--- config.mk ---
export PLATFORM = sky130hd
export DESIGN_NAME = sm_wallace_mul
export DESIGN_NICKNAME = d
export VERILOG_FILES = /design/src/rtl/smw_pkg.sv /design/src/rtl/smw_pp_array.sv /design/src/rtl/smw_csa_tree.sv /design/src/rtl/smw_cla_adder.sv /design/src/rtl/sm_wallace_mul.sv
export SDC_FILE = /design/constraint.sdc
export NUM_CORES = 1
export LEC_CHECK = 0
export BUFFER_PORTS_ARGS = -buffer_cell sky130_fd_sc_hd__buf_2
export CORE_MARGIN = 4
export CORE_UTILIZATION = 35
export CTS_CLUSTER_DIAMETER = 100
export CTS_CLUSTER_SIZE = 40
export DETAILED_ROUTE_END_ITERATION = 8
export PLACE_DENSITY = 0.6
export RECOVER_POWER = 50
export SYNTH_ARGS = -nofsm -noshare
export SYNTH_HDL_FRONTEND = slang
export SYNTH_SLANG_ARGS = --single-unit
--- constraint.sdc ---
create_clock -name clk -period 7.9 [get_ports clk]
set_clock_uncertainty 0.05 [all_clocks]
set_input_delay 1.58 -clock clk [delete_from_list [all_inputs] [get_ports clk]]
set_output_delay 1.58 -clock clk [all_outputs]
set_load 0.05 [all_outputs]
--- src/rtl/smw_pkg.sv ---
package smw_pkg;

  // rows left after a given number of 3:2 layers
  function automatic int rows_after(input int n, input int layers);
    int r;
    r = n;
    for (int k = 0; k < layers; k++) r = 2 * (r / 3) + (r % 3);
    return r;
  endfunction

  // layers needed to bring n rows down to two
  function automatic int layer_count(input int n);
    int r;
    int c;
    r = n;
    c = 0;
    while (r > 2) begin
      r = 2 * (r / 3) + (r % 3);
      c++;
    end
    return c;
  endfunction

endpackage

--- src/rtl/smw_pp_array.sv ---
module smw_pp_array #(
  parameter int MW = 15,
  localparam int PW = 2 * MW
) (
  input  logic [MW-1:0] mcand,
  input  logic [MW-1:0] mplier,
  output logic [PW-1:0] rows [MW]
);
  // row j holds mcand AND mplier[j], shifted into columns i+j
  for (genvar j = 0; j < MW; j++) begin : g_row
    assign rows[j] = {{(PW-MW){1'b0}}, (mcand & {MW{mplier[j]}})} << j;
  end
endmodule

--- src/rtl/smw_csa_tree.sv ---
module smw_csa_tree
  import smw_pkg::*;
#(
  parameter int M = 15,
  parameter int W = 30
) (
  input  logic [W-1:0] rows_in [M],
  output logic [W-1:0] row_a,
  output logic [W-1:0] row_b
);
  localparam int NL = layer_count(M);

  logic [W-1:0] lv [NL+1][M];

  for (genvar r = 0; r < M; r++) begin : g_in
    assign lv[0][r] = rows_in[r];
  end

  for (genvar l = 0; l < NL; l++) begin : g_lay
    localparam int RC = rows_after(M, l);
    localparam int NG = RC / 3;
    for (genvar r = 0; r < M; r++) begin : g_out
      if (r < 2 * NG) begin : g_grp
        if (r % 2 == 0) begin : g_sum
          assign lv[l+1][r] = lv[l][3*(r/2)] ^ lv[l][3*(r/2)+1] ^ lv[l][3*(r/2)+2];
        end else begin : g_cy
          assign lv[l+1][r] = ((lv[l][3*(r/2)] & lv[l][3*(r/2)+1]) |
                               (lv[l][3*(r/2)] & lv[l][3*(r/2)+2]) |
                               (lv[l][3*(r/2)+1] & lv[l][3*(r/2)+2])) << 1;
        end
      end else if (r < 2 * NG + (RC % 3)) begin : g_pass
        assign lv[l+1][r] = lv[l][3*NG + (r - 2*NG)];
      end else begin : g_zero
        assign lv[l+1][r] = '0;
      end
    end
  end

  assign row_a = lv[NL][0];
  assign row_b = lv[NL][1];
endmodule

--- src/rtl/smw_cla_adder.sv ---
module smw_cla_adder #(
  parameter int W = 30,
  localparam int NB = (W + 3) / 4,
  localparam int WP = NB * 4
) (
  input  logic [W-1:0] x,
  input  logic [W-1:0] y,
  output logic [W-1:0] s
);
  logic [WP-1:0] xp, yp, g, p, c;
  logic [NB:0]   cb;
  logic [NB-1:0] gg, pg;

  assign xp = {{(WP-W){1'b0}}, x};
  assign yp = {{(WP-W){1'b0}}, y};
  assign g  = xp & yp;
  assign p  = xp ^ yp;
  assign cb[0] = 1'b0;

  for (genvar k = 0; k < NB; k++) begin : g_blk
    localparam int B = 4 * k;
    assign c[B]   = cb[k];
    assign c[B+1] = g[B] | (p[B] & cb[k]);
    assign c[B+2] = g[B+1] | (p[B+1] & g[B]) | (p[B+1] & p[B] & cb[k]);
    assign c[B+3] = g[B+2] | (p[B+2] & g[B+1]) | (p[B+2] & p[B+1] & g[B]) |
                    (p[B+2] & p[B+1] & p[B] & cb[k]);
    assign pg[k]  = &p[B+3:B];
    assign gg[k]  = g[B+3] | (p[B+3] & g[B+2]) | (p[B+3] & p[B+2] & g[B+1]) |
                    (p[B+3] & p[B+2] & p[B+1] & g[B]);
    assign cb[k+1] = gg[k] | (pg[k] & cb[k]);
  end

  logic [WP-1:0] sp;
  assign sp = p ^ c;
  assign s  = sp[W-1:0];
endmodule

--- src/rtl/sm_wallace_mul.sv ---
module sm_wallace_mul #(
  parameter int OP_W = 16,
  localparam int MW = OP_W - 1,
  localparam int PW = 2 * MW,
  localparam int RW = 2 * OP_W
) (
  input  logic          clk,
  input  logic          rst,
  input  logic [OP_W-1:0] a_i,
  input  logic [OP_W-1:0] b_i,
  output logic [RW-1:0] prod_o
);
  logic [PW-1:0] pp_rows [MW];
  logic [PW-1:0] fin_a, fin_b, mag_sum;
  logic          sgn;

  assign sgn = a_i[OP_W-1] ^ b_i[OP_W-1];

  smw_pp_array #(.MW(MW)) u_pp (
    .mcand (a_i[MW-1:0]),
    .mplier(b_i[MW-1:0]),
    .rows  (pp_rows)
  );

  smw_csa_tree #(.M(MW), .W(PW)) u_tree (
    .rows_in(pp_rows),
    .row_a  (fin_a),
    .row_b  (fin_b)
  );

  smw_cla_adder #(.W(PW)) u_add (
    .x(fin_a),
    .y(fin_b),
    .s(mag_sum)
  );

  always_ff @(posedge clk) begin
    if (rst) prod_o <= '0;
    else     prod_o <= {sgn, {(RW-PW-1){1'b0}}, mag_sum};
  end
endmodule

==> summary.md <==
| Metric | Value |
|---|---|
| Run status | `completed` |
| Core area | `0.0221 mm²` |
| Longest Clk Path Bufs | `2` |
| Most frequent CP cell | `fa_1` |
| Die Width | `159 µm` |
| Crit path DAT | `7.40 ns` |
| TritonCTS buffer count | `5` |
| Port Buffers | `64` |
| Number of global-route vias before repair | `5921` |
| Crit path kind | `input port to flip-flop` |
| Min-delay src | `a_i[15]` |
| Max reg flops | `31` |
| Finish-stage setup viols | `0` |
| DRT antenna net count | `0` |
| Crit Path Max Fanout | `15` |
| Netlist Area Pre-Place | `0.00797 mm²` |
| Dpl hpwl | `14.9 mm` |
| CTS tree | `done` |
| Pre-antenna DRT Iters | `4` |
| Worst Path Required | `7.96 ns` |
| Post-CTS Hold Buffers | `0` |
| Rel. slew slack | `5.02%` |
| Cell count after synthesis | `848` |
| Max Cap Viol | `0` |
| Crit path max-delay family | `adder cells` |
| Critical Path Start | `b_i[14]` |
| Root Driver | `clkbuf_16` |
| Tmin final | `7.33 ns` |
| H-Tree Level Count | `2` |
| Rows | `54` |
| Grt ovf | `0` |
| Die area | `0.0253 mm²` |
| Post-Route WL | `17.3 mm` |
| Clock sink count | `31` |
| Maximum clock rate | `136 MHz` |
| N_diodes | `0` |
| Vias/cell | `4.68` |
| Register area | `621 µm²` |
| Initial Util | `36.1%` |
| Delay of the slowest cell on the worst path | `0.53 ns` |
| Tot GR Track Use | `14.3%` |
| CTS-repair resized insts | `0` |
| Measured slew at the worst slew-check pin | `1.42 ns` |
| RSZ-0062 raised after global routing | `no` |
| Cells along the critical path | `buf_2 -> and2_1 -> fa_1 -> inv_1 -> fa_1 -> inv_1 -> fa_1 -> inv_1 -> fa_1 -> fa_1 -> inv_1 -> fa_1 -> ha_1 -> nand4_2 -> or3_4 -> a2111oi_4 -> o21ai_2 -> a41oi_2 -> a21o_1 -> fa_1 -> nor2b_1` |
| Largest net degree at the start of global routing | `34` |
| Post-synth EDFFs | `0` |
| Reg with most FFs | `prod_o` |
| Crit path buffers/inverters | `5` |
| Drt drc | `0` |
| Clock slew at reported path FFs | `0.05 ns` |
| Layout cell share with drive strength beyond 1 | `6.96%` |
| Multi-input logic area | `0.00650 mm²` |
| Ys async rst share | `0%` |
| Tcrit/Tclk final | `92.8%` |
| Warnings, synthesis | `0` |
| Number of distinct library cells after synthesis | `44` |
| Register area share after synthesis | `7.78%` |
| Primary FF master, synth | `dfxtp_1` |
| CP max stage cell | `fa_1` |
| Final hold vios | `0` |
| Die Y-Extent | `159 µm` |
| First-pass GRT wire length | `29.4 mm` |
| Total I/O pin count | `66` |
| Most frequent cells in the layout | `inv_1 (193), fa_1 (179), and2_1 (173)` |
| Hold/Removal Path Class | `input port to flip-flop` |
| Syn_nets | `1131` |
| Area grow syn2layout | `8.68%` |
| Post-CTS Repair Setup Buffers | `0` |
| Most common cell after layout, fill and taps aside | `inv_1` |
| Fillers | `2240` |
| Crit path capture type | `flip-flop` |
| Detailed router's first-iteration violation count | `166` |
| Average wire per standard cell | `14.8 µm` |
| Biggest regs | `prod_o (31)` |
| Layout Nets | `1174` |
| Post-synthesis register bit count | `31` |
| Fin. max-slew vios | `0` |
| RD Place Congestion | `0.870` |
| Initial antenna violation count | `0` |
| Setup TNS Final | `0 ns` |
| Worst Setup Start Kind | `input port` |
| Vias | `5475` |
| Synth Area per Inst | `9.40 µm²` |
[worst paths after layout]
| check | to | slack [ns] | cells past startpoint |
|---|---|---|---|
| hold / removal | prod_o[31] | 1.50 | 3 |
| setup / recovery | prod_o[28] | 0.57 | 21 |
[worst min-delay path: stages]
cell and delay [ns]:
buf_2 0.08, xnor2_1 0.05, nor2_1 0.07
[stage by stage]
stage | std cells | setup WS, ns | util [%] | hold slack [ns] | instance area [µm²]
floorplan | 848 | 0.568 | - | 1.64 | 7970
global placement | 1164 | 0.331 | 38.7 | 1.76 | 8560
detailed placement | 1164 | 0.266 | 38.7 | 1.78 | 8560
CTS | 1171 | 0.550 | 39.4 | 1.49 | 8700
global route | 1171 | 0.263 | 39.2 | 1.51 | 8660
finish | 1171 | 0.565 | 39.2 | 1.50 | 8660
[cell type report]
| cell class | instances | share of cell area [%] |
|---|---|---|
| Clock buffer | 6 | 1.60 |
| Clock inverter | 1 | 0.0578 |
| Inverter | 193 | 8.36 |
| Multi-Input combinational cell | 590 | 75.0 |
| Sequential cell | 31 | 7.16 |
| Tap cell | 280 | 4.04 |
| Timing Repair Buffer | 70 | 3.80 |
[Yosys cell counts (all sizes together), types with 3 or more instances]
cell type / n / area [µm²]
a211o: 3 / 26.3
a21o: 6 / 47.6
a21oi: 12 / 60.1
and2: 173 / 1080
clkbuf: 33 / 124
dfxtp: 31 / 621
fa: 179 / 3580
ha: 70 / 876
inv: 193 / 724
nand2: 63 / 244
nor2: 21 / 78.8
nor2b: 14 / 87.6
nor3: 5 / 30.0
o21a: 3 / 22.5
o21ai: 8 / 43.8
xnor2: 9 / 78.8
[per-layer routing]
| metal | vias up | global-route usage [%] | share of wire (%) | wire [µm] |
|---|---|---|---|---|
| met5 | - | 0 | 0 | 0 |
| met4 | 0 | 3.20 | 2.0 | 344 |
| met3 | 22 | 2.54 | 3.4 | 581 |
| met2 | 88 | 26.5 | 55 | 9460 |
| met1 | 2811 | 17.3 | 40 | 6880 |
| li1 | 2554 | - | - | - |
[cells by family (layout without fill, tap and decap cells)]
kind of cell / after synthesis / in the layout / share of synthesized area [%]
simple gates: 285 / 285 / 20.0
fa+ha+maj: 249 / 249 / 55.9
buf+inv: 227 / 270 / 10.7
compound gates: 42 / 42 / 3.97
flops: 31 / 31 / 7.78
xor+xnor: 11 / 11 / 1.21
mux: 2 / 2 / 0.282
other cells: 1 / 1 / 0.0470
Power is not shown: default switching activity piles up to over one toggle a cycle in this logic, so the estimate is an artifact.
